===== config.mk =====
export PLATFORM = sky130hd
export DESIGN_NAME = led_dim_decoder
export DESIGN_NICKNAME = d
export VERILOG_FILES = /design/src/rtl/dim_pkg.sv /design/src/rtl/dim_sync.sv /design/src/rtl/dim_width_timer.sv /design/src/rtl/dim_ctrl.sv /design/src/rtl/led_dim_decoder.sv
export SDC_FILE = /design/constraint.sdc
export NUM_CORES = 1
export LEC_CHECK = 0
export ABC_AREA = 1
export CAP_MARGIN = 10
export CORE_MARGIN = 2
export CORE_UTILIZATION = 62
export CTS_BUF_LIST = sky130_fd_sc_hd__clkbuf_2 sky130_fd_sc_hd__clkbuf_4 sky130_fd_sc_hd__clkbuf_8
export CTS_CLUSTER_SIZE = 28
export DETAILED_ROUTE_END_ITERATION = 12
export DONT_BUFFER_PORTS = 1
export PLACE_DENSITY = 0.79
export SLEW_MARGIN = 30
export SYNTH_ARGS = -nofsm -noshare
export SYNTH_HDL_FRONTEND = slang
export SYNTH_SLANG_ARGS = --single-unit

===== constraint.sdc =====
create_clock -name clk -period 3.51 [get_ports clk]
set_clock_uncertainty 0.1 [all_clocks]
set_input_delay 0.702 -clock clk [delete_from_list [all_inputs] [get_ports clk]]
set_output_delay 0.702 -clock clk [all_outputs]
set_load 0.01 [all_outputs]

===== src/rtl/dim_pkg.sv =====
// Package dim_pkg
// Shared constants and the level type of the dimming decoder.
// Assumes the number of steps is at least two.
package dim_pkg;
    localparam int DIM_STEPS = 32;
    localparam int DIM_LW    = $clog2(DIM_STEPS);
    typedef logic [DIM_LW-1:0] dim_level_t;
    localparam dim_level_t DIM_FULL = dim_level_t'(DIM_STEPS - 1);
endpackage


===== src/rtl/dim_sync.sv =====
// Module dim_sync
// Multi-stage synchronizer for one asynchronous input.
// Assumes STAGES >= 2 and resets to 0, which reads as a low pin.
module dim_sync #(
    parameter int STAGES = 2
) (
    input  logic clk,
    input  logic rst_n,
    input  logic d,
    output logic q
);
    logic [STAGES-1:0] sr;

    // Shift the asynchronous input through the flop chain.
    always_ff @(posedge clk) begin
        if (!rst_n) sr <= '0;
        else        sr <= {sr[STAGES-2:0], d};
    end

    assign q = sr[STAGES-1];
endmodule


===== src/rtl/dim_width_timer.sv =====
// Module dim_width_timer
// Measures how long the synchronized pin has held its present value and
// classifies the interval. Three signals come out:
//   step_ev   - a legal step pulse has just ended
//   low_long  - the pin has been low for the shutdown time
//   high_long - the pin has been high for the enable time
// Assumes PULSE_MIN_CYC <= PULSE_MAX_CYC < OFF_CYC.
// The run counter saturates at the larger of OFF_CYC and EN_CYC.
module dim_width_timer #(
    parameter int EN_CYC        = 12500,
    parameter int PULSE_MIN_CYC = 63,
    parameter int PULSE_MAX_CYC = 62500,
    parameter int OFF_CYC       = 250000
) (
    input  logic clk,
    input  logic rst_n,
    input  logic s,
    output logic step_ev,
    output logic low_long,
    output logic high_long
);
    localparam int SAT = (OFF_CYC > EN_CYC) ? OFF_CYC : EN_CYC;
    localparam int CW  = $clog2(SAT + 1);

    logic          s_d;
    logic [CW-1:0] run;

    // Track the previous sample and the length of its run, saturating.
    always_ff @(posedge clk) begin
        if (!rst_n) begin
            s_d <= 1'b0;
            run <= '0;
        end else begin
            s_d <= s;
            if (s != s_d)               run <= CW'(1);
            else if (run != CW'(SAT))   run <= run + CW'(1);
        end
    end

    // Classify the finished or ongoing interval.
    always_comb begin
        step_ev   = s && !s_d && (run >= CW'(PULSE_MIN_CYC)) && (run <= CW'(PULSE_MAX_CYC));
        low_long  = !s_d && (run >= CW'(OFF_CYC));
        high_long = s_d && (run >= CW'(EN_CYC));
    end

    // a step and a shutdown never come from the same interval
    a_r5_step_not_off: assert property (@(posedge clk) disable iff (!rst_n)
        step_ev |-> !low_long);
endmodule


===== src/rtl/dim_ctrl.sv =====
// Module dim_ctrl
// Enable, fault latch and brightness level of the dimming decoder.
// Priority, highest first:
//   1. overvoltage
//   2. fault clear
//   3. shutdown
//   4. enable
//   5. step
// Assumes the classifier inputs come from dim_width_timer.
module dim_ctrl
    import dim_pkg::*;
(
    input  logic       clk,
    input  logic       rst_n,
    input  logic       ovp,
    input  logic       step_ev,
    input  logic       low_long,
    input  logic       high_long,
    output logic       en,
    output dim_level_t level
);
    logic fault_q;

    // Update enable, fault and level from the classified pin events.
    always_ff @(posedge clk) begin
        if (!rst_n) begin
            en      <= 1'b0;
            fault_q <= 1'b0;
            level   <= DIM_FULL;
        end else if (ovp) begin
            fault_q <= 1'b1;
            en      <= 1'b0;
        end else if (fault_q) begin
            if (low_long) fault_q <= 1'b0;
        end else if (low_long) begin
            en <= 1'b0;
        end else if (!en && high_long) begin
            en    <= 1'b1;
            level <= DIM_FULL;
        end else if (en && step_ev) begin
            level <= (level == '0) ? DIM_FULL : level - dim_level_t'(1);
        end
    end

    // every enable starts at full scale
    a_r2_enable_full: assert property (@(posedge clk) disable iff (!rst_n)
        $rose(en) |-> level == DIM_FULL);

    // while enabled the level moves only by one step down, or wraps
    a_r3_one_step: assert property (@(posedge clk) disable iff (!rst_n)
        (en && $past(en) && level != $past(level)) |->
            ((level == $past(level) - dim_level_t'(1)) ||
             ($past(level) == '0 && level == DIM_FULL)));

    // the driver turns off only on overvoltage or a long low time
    a_r6_off_cause: assert property (@(posedge clk) disable iff (!rst_n)
        $fell(en) |-> ($past(ovp) || $past(low_long)));

    // the fault latch clears only after a long low time
    a_r9_clear_on_low: assert property (@(posedge clk) disable iff (!rst_n)
        $fell(fault_q) |-> $past(low_long));
endmodule


===== src/rtl/led_dim_decoder.sv =====
// Module led_dim_decoder
// Top of the single-wire dimming decoder. It wires together the
// synchronizer, the width timer and the control logic.
// Timing parameters are in clock cycles. The defaults assume a 125 MHz clock.
// ovp_fault is assumed synchronous to clk.
module led_dim_decoder
    import dim_pkg::*;
#(
    parameter int EN_CYC        = 12500,
    parameter int PULSE_MIN_CYC = 63,
    parameter int PULSE_MAX_CYC = 62500,
    parameter int OFF_CYC       = 250000,
    parameter int SYNC_STAGES   = 2
) (
    input  logic              clk,
    input  logic              rst_n,
    input  logic              dim_pin,
    input  logic              ovp_fault,
    output logic              drv_en,
    output logic [DIM_LW-1:0] level
);
    logic pin_s;
    logic step_ev;
    logic low_long;
    logic high_long;

    dim_sync #(.STAGES(SYNC_STAGES)) u_sync (
        .clk   (clk),
        .rst_n (rst_n),
        .d     (dim_pin),
        .q     (pin_s)
    );

    dim_width_timer #(
        .EN_CYC        (EN_CYC),
        .PULSE_MIN_CYC (PULSE_MIN_CYC),
        .PULSE_MAX_CYC (PULSE_MAX_CYC),
        .OFF_CYC       (OFF_CYC)
    ) u_timer (
        .clk       (clk),
        .rst_n     (rst_n),
        .s         (pin_s),
        .step_ev   (step_ev),
        .low_long  (low_long),
        .high_long (high_long)
    );

    dim_ctrl u_ctrl (
        .clk       (clk),
        .rst_n     (rst_n),
        .ovp       (ovp_fault),
        .step_ev   (step_ev),
        .low_long  (low_long),
        .high_long (high_long),
        .en        (drv_en),
        .level     (level)
    );

    // overvoltage turns the driver off on the next clock
    a_r9_ovp_off: assert property (@(posedge clk) disable iff (!rst_n)
        ovp_fault |=> !drv_en);
endmodule


# After elaboration in Yosys (flattened, before gate mapping)
# Index checks and enable logic that the tools add are counted.
dict set report totals {
  elab_cells 46
  reg_bits 28
  inputBits 4
}
dict set report classes {
  eq_ne 2
  order_cmp 4
  addsub 2
  muxes 10
  reduce_logical 17
  bitwise_logic 4
}
# op n
set ops {}
lappend ops {{adder 18 x 1 -> 18 bit, second input constant} 1}
lappend ops {{>= comparator 18 x 14 -> 1 bit, second input constant} 1}
lappend ops {{>= comparator 18 bit, second input constant} 1}
lappend ops {{>= comparator 18 x 6 -> 1 bit, second input constant} 1}
lappend ops {{less-or-equal comparator 18 x 16 -> 1 bit, second input constant} 1}
lappend ops {{inequality test 18 bit, second input constant} 1}
lappend ops {{two-way mux 5 bit} 3}
lappend ops {{logical AND 1 bit} 7}
lappend ops {{two-way mux 1 bit} 7}
lappend ops {{nonzero test 2 bit} 3}
lappend ops {{logical NOT 5 bit} 1}
lappend ops {{subtractor 5 x 1 -> 5 bit, second input constant} 1}
lappend ops {{inverter 1 bit} 4}
lappend ops {{AND reduction 4 bit} 1}
lappend ops {{OR reduction 2 bit} 2}
lappend ops {{logical NOT 1 bit} 2}
lappend ops {{AND reduction 2 bit} 1}
lappend ops {{inequality test 1 bit} 1}

# Depth between registers and ports, before layout
# Gate-level depths: netlist of the first run.
dict set report logic_depth {
  depth_word 7
  mapped_depth 12
  depth_no_buf 11
}

# Cells and area by module
# From an unflattened synthesis of the first run, not the netlist that was laid out.
dict set report hier_totals {
  cells_unflattened 249
  area_unflattened_um2 1610.3
}
# module cells_each area_per_inst_um2 seq_area_each_um2 instances
set modules_own_cells {}
lappend modules_own_cells {dim_width_timer 178 1131.1 380.4 1}
lappend modules_own_cells {dim_ctrl 65 424.2 140.1 1}
lappend modules_own_cells {dim_sync 6 55.1 40.0 1}

# Worst setup path before layout of the first run
# Ideal clock, no wire load.
dict set report synth_timing {
  path_kind {input port to flip-flop}
  start {input ovp_fault}
  end {register u_ctrl.level[2]}
  required_ns 3.281
  arrival_time_ns 1.371
  path_slack_ns 1.910
  path_stages 5
  path_cell_list {or2_2 > a21oi_4 > nand2_4 > nand2_1 > nand3_1}
}
dict set report synth_between {
  elab_chain_len 2
}
# element line_no
set synth_lines {}
lappend synth_lines {{from (decl)} led_dim_decoder.sv:18} ;# input logic ovp_fault,
lappend synth_lines {{inverter 1 bit (no line)} n/a}
lappend synth_lines {{AND reduction 4 bit (no line)} n/a}
lappend synth_lines {{to (signal assigned)} dim_ctrl.sv:41} ;# level <= (level == '0) ? DIM_FULL : level - dim_level_t'(1);
lappend synth_lines {{to (decl)} dim_ctrl.sv:20} ;# output dim_level_t level
# Every way passes these cells.
# A chain may end at the register's enable or synchronous reset.

# Worst setup path after layout of the first run
dict set report layout_timing {
  start {register u_timer.s_d}
  end {register u_timer.run[8]}
}
dict set report layout_between {
  elab_chain_len 2
}
# element line_no
set layout_lines {}
lappend layout_lines {{from (decl)} dim_width_timer.sv:25} ;# logic s_d;
lappend layout_lines {{from (signal assigned)} dim_width_timer.sv:34} ;# s_d <= s;
lappend layout_lines {{inequality test 1 bit} dim_width_timer.sv:35} ;# if (s != s_d) run <= CW'(1);
lappend layout_lines {{OR reduction 2 bit (no line)} n/a}
lappend layout_lines {{to (signal assigned)} dim_width_timer.sv:36} ;# else if (run != CW'(SAT)) run <= run + CW'(1);
lappend layout_lines {{to (decl)} dim_width_timer.sv:26} ;# logic [CW-1:0] run;
# Every way passes these cells.

==> impl_metrics.json, run 1 <==
{
  "ant_nets": 0,
  "crit_top_cell": "inv_1",
  "core_area_sq_um": 2430,
  "slew_violations": 0,
  "cts_sinks": 28,
  "crit_chain": "inv_1 -> ha_1 -> nand2_1 -> inv_1 -> o21ai_0 -> a21oi_1",
  "cp_max_fo": 11,
  "p_seq_share_pct": 58.1,
  "grt_pass1_vias": 1174,
  "p_sw_mw": 0.117,
  "cts_resized": 0,
  "yosysWarnings": 0,
  "endpoint_kind": "flop",
  "start_util_pct": 64.6,
  "antenna_found_initial": 0,
  "grt_pass1_wl_microns": 4840,
  "synth_top_area_share_pct": 35.7,
  "io_buffers": 0,
  "area.sequential_sq_um": 561,
  "relSlewSlack_pct": 80.9,
  "fin_crit_sh_pct": 50.5,
  "rsz0062_at_grt": "no",
  "hpwl_microns": 2350,
  "p_int_mw": 0.447,
  "die_y_microns": 54.3,
  "ctsHoldBuffers": 0,
  "synthTopCellsByArea": "dfxtp_1 36%, nand2_1 11%, inv_1 9.8%",
  "worst_hold_path_type": "input port to flop",
  "synth.yosys.seq_area_share_pct": 35.7,
  "wl_microns": 3060,
  "power_leakage_nw": 0.751,
  "arrival_ns": 1.94,
  "syn2layout_area_growth_pct": 4.54,
  "grt-busiest-layer": "met2",
  "viasPerCell": 5.46,
  "finalSetupViolations": 0,
  "grt_start_max_net_pins": 17,
  "powerDensity_nw_per_um2": 343,
  "worstSetupPathType": "flop to flop",
  "clock_tree.htree_level_count": 1,
  "cts_inserted_buffers": 3,
  "status": "finished, final reports clean",
  "synth-seq-cells": 28,
  "p_clk_share_pct": 37.4,
  "wl_per_cell_microns": 11.6,
  "synthesis.nets": 240,
  "place_inst": 259,
  "critPathMaxStageDelay_ns": 0.42,
  "period_minus_slack_ns": 1.77,
  "clk_pin_slew_ns": 0.15,
  "cts-root-buf": "clkbuf_4",
  "crit_family": "flip-flops",
  "grt_use_met3_pct": 3.01,
  "synth_area_leader_cell": "dfxtp_1",
  "fp.dieArea_sq_um": 2950,
  "critPathBufInv": 2,
  "route.detailed.drc": 0,
  "pwr-share-comb_pct": 4.5,
  "drive_gt1_share_pct": 7.73,
  "die_w_microns": 54.3,
  "use_met1_pct": 29.9,
  "switching_share_pct": 20.7,
  "dr.pass1.iters": 4,
  "dr_total_vias": 1437,
  "yosysUniqueCellTypes": 31,
  "avgSynthCellArea_sq_um": 6.77,
  "met2_usage_pct": 36.7,
  "insertion_delay_ns": 0.34,
  "antenna_cells": 0,
  "rows": 18,
  "power_mw": 0.564,
  "grt-ovfl-total": 0,
  "multi_input_area_sq_um": 833,
  "worstPathRequired_ns": 3.68,
  "ir_worst_vdd_mv": 0.333,
  "hold_violations": 0,
  "syn_inst": 232,
  "syn_area_sq_um": 1570,
  "drtIter0Drc": 50,
  "finalWeightedCongestion": 0.929,
  "cp-start-kind": "flop",
  "max_cap_violations": 0,
  "track_usage_pct": 22.5,
  "io_pins": 10,
  "post-cts-setup-buffers": 0,
  "n_fill_cell": 216,
  "fin_tns_setup_ns": 0,
  "cts_tree": "done",
  "worstMarginPinSlew_ns": 0.285,
  "fmax_mhz": 565,
  "nets": 242,
  "crit_slowest_cell": "dfxtp_1",
  "fin_cells": 263,
  "clk_path_buf_depth": 2
}
-- metal layers --
metal  share of wire, %  routed length [microns]
met1                 49                     1500
met3                3.7                      114
met4                1.4                       43
met2                 46                     1400
met5                  0                        0
-- Yosys cell counts --
| master | count |
|---|---|
| nand2_2 | 1 |
| nand2_1 | 48 |
| o21a_1 | 1 |
| buf_1 | 1 |
| nand2_4 | 2 |
| o211ai_1 | 1 |
| inv_1 | 41 |
| clkbuf_1 | 1 |
| a31oi_1 | 2 |
| o21ai_1 | 1 |
| xor2_1 | 2 |
| nor2_2 | 3 |
| xnor2_1 | 1 |
| nand3_2 | 1 |
| nand4_1 | 4 |
| nand3_1 | 22 |
| nor3_1 | 10 |
| dfxtp_1 | 28 |
| nor2_4 | 1 |
| nor3_2 | 2 |
| a21oi_1 | 14 |
| nand3_4 | 1 |
| nor2_1 | 19 |
| or2_2 | 1 |
| buf_6 | 1 |
| a21oi_4 | 1 |
| and3_1 | 1 |
| nand3b_1 | 1 |
| o21ai_0 | 15 |
| ha_1 | 4 |
| inv_2 | 1 |
-- area by class of cell --
cell class	count	area share (%)
clock buffers	3	1.37
flip-flops and latches	28	34.1
clock inverters	1	1.83
inverters	42	9.60
well taps	30	2.29
multi-input cells	159	50.8
-- stage by stage --
stage | hold slack (ns) | utilization, % | worst slack (ns) | area (sq um)
final | 0.334 | 67.5 | 1.74 | 1640
after floorplan | 0.290 | - | 1.91 | 1570
after global placement | 0.304 | 65.3 | 1.79 | 1590
after global routing | 0.319 | 67.5 | 1.55 | 1640
after detailed placement | 0.316 | 65.3 | 1.79 | 1590
after CTS | 0.327 | 67.5 | 1.75 | 1640
-- power groups by stage --
stage          Combinational (mW)  Clock (mW)  Sequential, mW
6_report                   0.0256       0.211           0.327
5_1_grt                    0.0304       0.225           0.328
4_1_cts                    0.0257       0.217           0.327
3_5_place_dp               0.0253           0           0.334
3_3_place_gp               0.0249           0           0.334
2_1_floorplan              0.0224           0           0.333
-- worst register-to-register path, delay by kind of cell, from the launching register on --
family,cells,cell delay [ns]
DFF,1,0.42
adders and majority gates,1,0.31
AOI/OAI and AO/OA,2,0.28
buffers and inverters,2,0.41
and+or+nand+nor,1,0.18
-- flip-flops by register name, summed over array words and instances (netlist names) --
name and cells:
u_sync.sr 2, u_ctrl.en 1, u_ctrl.fault_q 1, u_timer.run 18
u_ctrl.level 5, u_timer.s_d 1
-- final timing paths --
path / from / endpoint / slack [ns] / depth (start not counted)
setup / recovery: u_timer.s_d$_SDFF_PN0_ / u_timer.run[8]$_SDFFE_PP0P_ / 1.74 / 6
hold / removal: rst_n / u_ctrl.level[4]$_SDFFE_PN1P_ / 0.33 / 1
setup reg to reg: u_timer.s_d$_SDFF_PN0_ / u_timer.run[8]$_SDFFE_PP0P_ / 1.74 / 6
hold reg to reg: u_sync.sr[0]$_SDFF_PN0_ / u_sync.sr[1]$_SDFF_PN0_ / 0.34 / 2
-- kinds of logic (layout without fill, tap and decap cells) --
group	after synthesis	count (layout)	share of synthesized area [%]
compound gates	35	35	12.4
simple gates	117	117	35.9
buf+inv	45	46	11.2
xor+xnor	3	3	1.67
fa+ha+maj	4	4	3.19
flops	28	28	35.7
-- cell usage in the layout (no fill, tap or decap), types with 2 or more instances in the layout --
| cell | n |
|---|---|
| nand2_1 | 48 |
| inv_1 | 41 |
| dfxtp_1 | 28 |
| nand3_1 | 22 |
| nor2_1 | 19 |
| o21ai_0 | 15 |
| a21oi_1 | 14 |
| nor3_1 | 10 |
| nand4_1 | 4 |
| ha_1 | 4 |
| nor2_2 | 3 |
| clkbuf_4 | 3 |
| nand2_4 | 2 |
| xor2_1 | 2 |
| a31oi_1 | 2 |
| nor3_2 | 2 |
(Power assumes the default switching activity.)
==> inputs of run 2 (changes only) <==
Settings changed: CORE_UTILIZATION 62 to 59.
Clock period 3.51 ns to 1.6 ns, I/O delays scaled along.
==> impl_metrics.json, run 2 (synthesized netlist as in run 1, its figures left out) <==
{
  "fmax_mhz": 649,
  "wl_met2_microns": 1550,
  "crit_top_cell": "nand2_1",
  "critPathBufInv": 1,
  "route.detailed.drc": 0,
  "drive_gt1_share_pct": 24.6,
  "io_pins": 10,
  "insertion_delay_ns": 0.33,
  "fin_tns_setup_ns": 0,
  "finalWeightedCongestion": 0.820,
  "ant_nets": 0,
  "clk_pin_slew_ns": 0.15,
  "hold_violations": 0,
  "wl_met1_microns": 1560,
  "n_fill_cell": 192,
  "endpoint_kind": "flop",
  "p_clk_share_pct": 30.4,
  "grt-ovfl-total": 0,
  "fp.dieArea_sq_um": 3090,
  "cp-start-kind": "flop",
  "p_seq_share_pct": 61.7,
  "arrival_ns": 1.68,
  "dr_total_vias": 1515,
  "drtIter0Drc": 70,
  "track_usage_pct": 20.6,
  "io_buffers": 0,
  "crit_family": "simple AND/OR/NAND/NOR gates",
  "cts_tree": "done",
  "top_register": "u_timer.run",
  "largest_reg_flops": 18,
  "p_sw_mw": 0.269,
  "fin_cells": 282,
  "wl_per_cell_microns": 11.6,
  "final_common_cell": "nand2_1",
  "antenna_cells": 0,
  "clock_tree.htree_level_count": 1,
  "core_area_sq_um": 2500,
  "clk_path_buf_depth": 2,
  "worstMarginPinSlew_ns": 0.314,
  "start_util_pct": 62.8,
  "viasPerCell": 5.37,
  "switching_share_pct": 23.4,
  "hold_ws_ns": 0.0205,
  "syn2layout_area_growth_pct": 18.3,
  "period_minus_slack_ns": 1.54,
  "place_inst": 268,
  "finalSetupViolations": 0,
  "wl_microns": 3270,
  "powerDensity_nw_per_um2": 619,
  "power_leakage_nw": 0.864,
  "cts_sinks": 28,
  "power_mw": 1.15,
  "route.met3.wl_microns": 118,
  "fin_crit_sh_pct": 96.3,
  "rsz0062_at_grt": "yes",
  "worst_hold_path_type": "input port to flop",
  "cp_max_fo": 3,
  "p_int_mw": 0.881,
  "routed.top_layer": "met4",
  "relSlewSlack_pct": 79.0,
  "ir_worst_vdd_mv": 0.701,
  "crit_slowest_cell": "dfxtp_2",
  "die_y_microns": 55.6,
  "grt_pass1_vias": 1286,
  "worstPathRequired_ns": 1.74,
  "mostFrequentLayoutCells": "43 x nand2_1, 37 x inv_1, 20 x nand3_1, 17 x nor2_1, 16 x buf_4",
  "grt_start_max_net_pins": 16,
  "pwr-share-comb_pct": 7.9,
  "grt_pass1_wl_microns": 5210,
  "hpwl_microns": 2290,
  "worstSetupPathType": "flop to flop",
  "slew_violations": 0,
  "status": "finished, final reports clean",
  "cts-root-buf": "clkbuf_4",
  "crit_chain": "ha_1 -> nand2_1 -> inv_2 -> nand2_1 -> nor2_2 -> nand2_2 -> nor2_4 -> nand2_1 -> nor3_2 -> nor3_1",
  "antenna_found_initial": 0,
  "cts_inserted_buffers": 3,
  "nets": 261,
  "rows": 18,
  "top_regs": "u_timer.run (18), u_ctrl.level (5), u_sync.sr (2)",
  "die_w_microns": 55.6,
  "dr.pass1.iters": 4,
  "max_cap_violations": 0,
  "critPathMaxStageDelay_ns": 0.38
}
run 2: cell types whose count changed in the layout (fill, tap and decap cells not counted), sizes merged:
cell         delta
clkbuf          +1
bufinv          -1
dlygate4sd3     +3
buf            +16
run 2: final cells by class:
cell class              count  area (sq um)  area share (%)
flip-flops and latches     28           589            31.7
inverters                  42           158            8.48
repair buffers             19           150            8.08
multi-input cells         159           887            47.7
well taps                  30          37.5            2.02
clock buffers               4          36.3            1.95
run 2: power by group through the flow:
| stage | sequential [mW] | combinational, mW | clock [mW] |
|---|---|---|---|
| final | 0.710 | 0.0913 | 0.349 |
| after global placement | 0.731 | 0.0693 | 0 |
| after global routing | 0.711 | 0.102 | 0.377 |
| after CTS | 0.717 | 0.0803 | 0.362 |
| after detailed placement | 0.731 | 0.0701 | 0 |
| after floorplan | 0.731 | 0.0491 | 0 |
run 2: per-stage QoR:
step / util [%] / area (sq um) / worst slack [ns]
floorplan: - / 1570 / 0.0535
global placement: 66.3 / 1660 / -0.00901
detailed placement: 66.3 / 1660 / -0.0469
CTS: 69.4 / 1740 / 0.00237
global route: 74.3 / 1860 / -0.0355
finish: 74.3 / 1860 / 0.0586
run 2: per-layer routing:
metal	track usage (%)	vias to the layer above
li1	-	791
met1	27.5	683
met2	33.8	37
met3	2.79	4
met4	7.67	0
met5	0	-
run 2: worst paths after layout:
kind                                                   from                           end  cells after the start  slack, ns
worst max-delay path            u_timer.run[1]$_SDFFE_PP0P_  u_timer.run[16]$_SDFFE_PP0P_                     10       0.06
worst min-delay path                                  rst_n        u_ctrl.en$_SDFFE_PP0P_                      2       0.02
worst max register to register  u_timer.run[1]$_SDFFE_PP0P_  u_timer.run[16]$_SDFFE_PP0P_                     10       0.06
worst min register to register      u_sync.sr[0]$_SDFF_PN0_       u_sync.sr[1]$_SDFF_PN0_                      2       0.34
run 2: what timing repair did:
action	CTS	global route
gates resized for setup	5	35
pin swaps	2	7
setup endpoints to repair	6	16
buffers inserted	1	6
hold buffers	2	1
hold endpoints to repair	8	1
==> inputs of run 3 (changes only) <==
Settings changed: CORE_ASPECT_RATIO set to 1.75, CORE_UTILIZATION 59 to 50, PLACE_DENSITY 0.79 to 0.69.
==> impl_metrics.json, run 3 (synthesized netlist as in run 1, its figures left out) <==
{
  "antenna_cells": 0,
  "top_regs": "u_timer.run (18), u_ctrl.level (5), u_sync.sr (2)",
  "max_cap_violations": 0,
  "hpwl_microns": 2640,
  "cts_inserted_buffers": 3,
  "largest_reg_flops": 18,
  "cts-root-buf": "clkbuf_8",
  "fin_crit_sh_pct": 97.4,
  "start_util_pct": 53.0,
  "worstMarginPinSlew_ns": 0.327,
  "relSlewSlack_pct": 78.2,
  "worstSetupPathType": "flop to flop",
  "core_area_sq_um": 2960,
  "syn2layout_area_growth_pct": 29.2,
  "period_minus_slack_ns": 1.56,
  "grt-ovfl-total": 0,
  "rows": 26,
  "finalSetupViolations": 0,
  "regToRegSetupSlack_ns": 0.04,
  "dr.pass1.iters": 5,
  "worstPathRequired_ns": 1.67,
  "dr_total_vias": 1549,
  "clock_tree.htree_level_count": 1,
  "grt_start_max_net_pins": 15,
  "antenna_found_initial": 0,
  "cp-start-kind": "flop",
  "mostFrequentLayoutCells": "35 x inv_1, 33 x nand2_1, 23 x buf_4, 16 x nand3_1",
  "drive_gt1_share_pct": 36.3,
  "viasPerCell": 5.20,
  "die_y_microns": 78.1,
  "power_mw": 1.17,
  "clk_path_buf_depth": 2,
  "cts_tree": "done",
  "status": "finished, final reports clean",
  "worst_hold_path_type": "input port to flop",
  "drtIter0Drc": 38,
  "place_inst": 283,
  "ant_nets": 0,
  "powerDensity_nw_per_um2": 577,
  "fmax_mhz": 642,
  "ir_worst_vdd_mv": 0.474,
  "power_leakage_nw": 0.925,
  "final_common_cell": "inv_1",
  "arrival_ns": 1.63,
  "fp.dieArea_sq_um": 3620,
  "die_w_microns": 46.4,
  "hold_violations": 0,
  "cp_max_fo": 3,
  "clk_pin_slew_ns": 0.09,
  "insertion_delay_ns": 0.27,
  "fin_cells": 298,
  "route.detailed.drc": 0,
  "slew_violations": 0,
  "wl_microns": 3820,
  "rsz0062_at_grt": "yes",
  "top_register": "u_timer.run",
  "grt_pass1_wl_microns": 5950,
  "wl_per_cell_microns": 12.8,
  "finalWeightedCongestion": 0.858,
  "endpoint_kind": "flop",
  "io_buffers": 0,
  "track_usage_pct": 21.8,
  "grt_pass1_vias": 1422,
  "nets": 266,
  "cts_sinks": 28,
  "io_pins": 10
}
## run 3: final timing paths
| check | start | end | cells past startpoint |
|---|---|---|---|
| worst max-delay path | u_timer.run[1]$_SDFFE_PP0P_ | u_timer.run[0]$_SDFFE_PN0P_ | 9 |
| worst min-delay path | rst_n | u_ctrl.level[1]$_SDFFE_PN1P_ | 1 |
| worst max register to register | u_timer.run[1]$_SDFFE_PP0P_ | u_timer.run[0]$_SDFFE_PN0P_ | 9 |
| worst min register to register | u_sync.sr[0]$_SDFF_PN0_ | u_sync.sr[1]$_SDFF_PN0_ | 2 |
## run 3: through the flow
step | area, sq um | hold WS [ns] | setup TNS, ns | setup WS, ns | utilization [%]
floorplan | 1570 | 0.290 | 0 | 0.0535 | -
global placement | 1690 | 0.307 | -0.0399 | -0.0399 | 57.2
detailed placement | 1690 | 0.304 | -0.0317 | -0.0317 | 57.2
CTS | 1800 | 0.0215 | 0 | 0.00733 | 60.7
global route | 2030 | 0.0111 | -0.313 | -0.0499 | 68.6
finish | 2030 | 0.0150 | 0 | 0.0420 | 68.6
## run 3: cell type report
cell class / instances / area [sq um]
Timing Repair Buffer: 24 / 184
Clock buffer: 3 / 41.3
Tap cell: 42 / 52.6
Fill cell: 262 / 931
Inverter: 42 / 158
Sequential cell: 28 / 603
Multi-Input combinational cell: 159 / 991
## run 3: where the power goes
part	switching (mW)	total (mW)	leakage [nW]	internal [mW]
clock	0.212	0.381	0.0216	0.169
sequential	0.0101	0.705	0.237	0.695
combinational	0.0496	0.0860	0.667	0.0364
total	0.271	1.17	0.925	0.901
## run 3: worst max-delay path: stages, from the launching register on
cell and delay (ns):
dfxtp_4 0.37, inv_2 0.08, ha_4 0.13, nand4_1 0.11
nor3_2 0.19, nand2_2 0.10, inv_2 0.08, o21ai_0 0.09
o21ai_1 0.15, inv_1 0.06
## run 3: timing repair
| action | 4_1_cts | 5_1_grt |
|---|---|---|
| pin swaps | 4 | 21 |
| hold buffers | 0 | 0 |
| setup endpoints to repair | 1 | 17 |
| resized for setup | 9 | 68 |
| buffers inserted | 4 | 8 |
## run 3: routing by layer
metal	routed length (microns)	track usage, %
met1	1390	24.3
met2	2220	39.2
met3	112	2.07
met4	92	9.14
met5	0	0
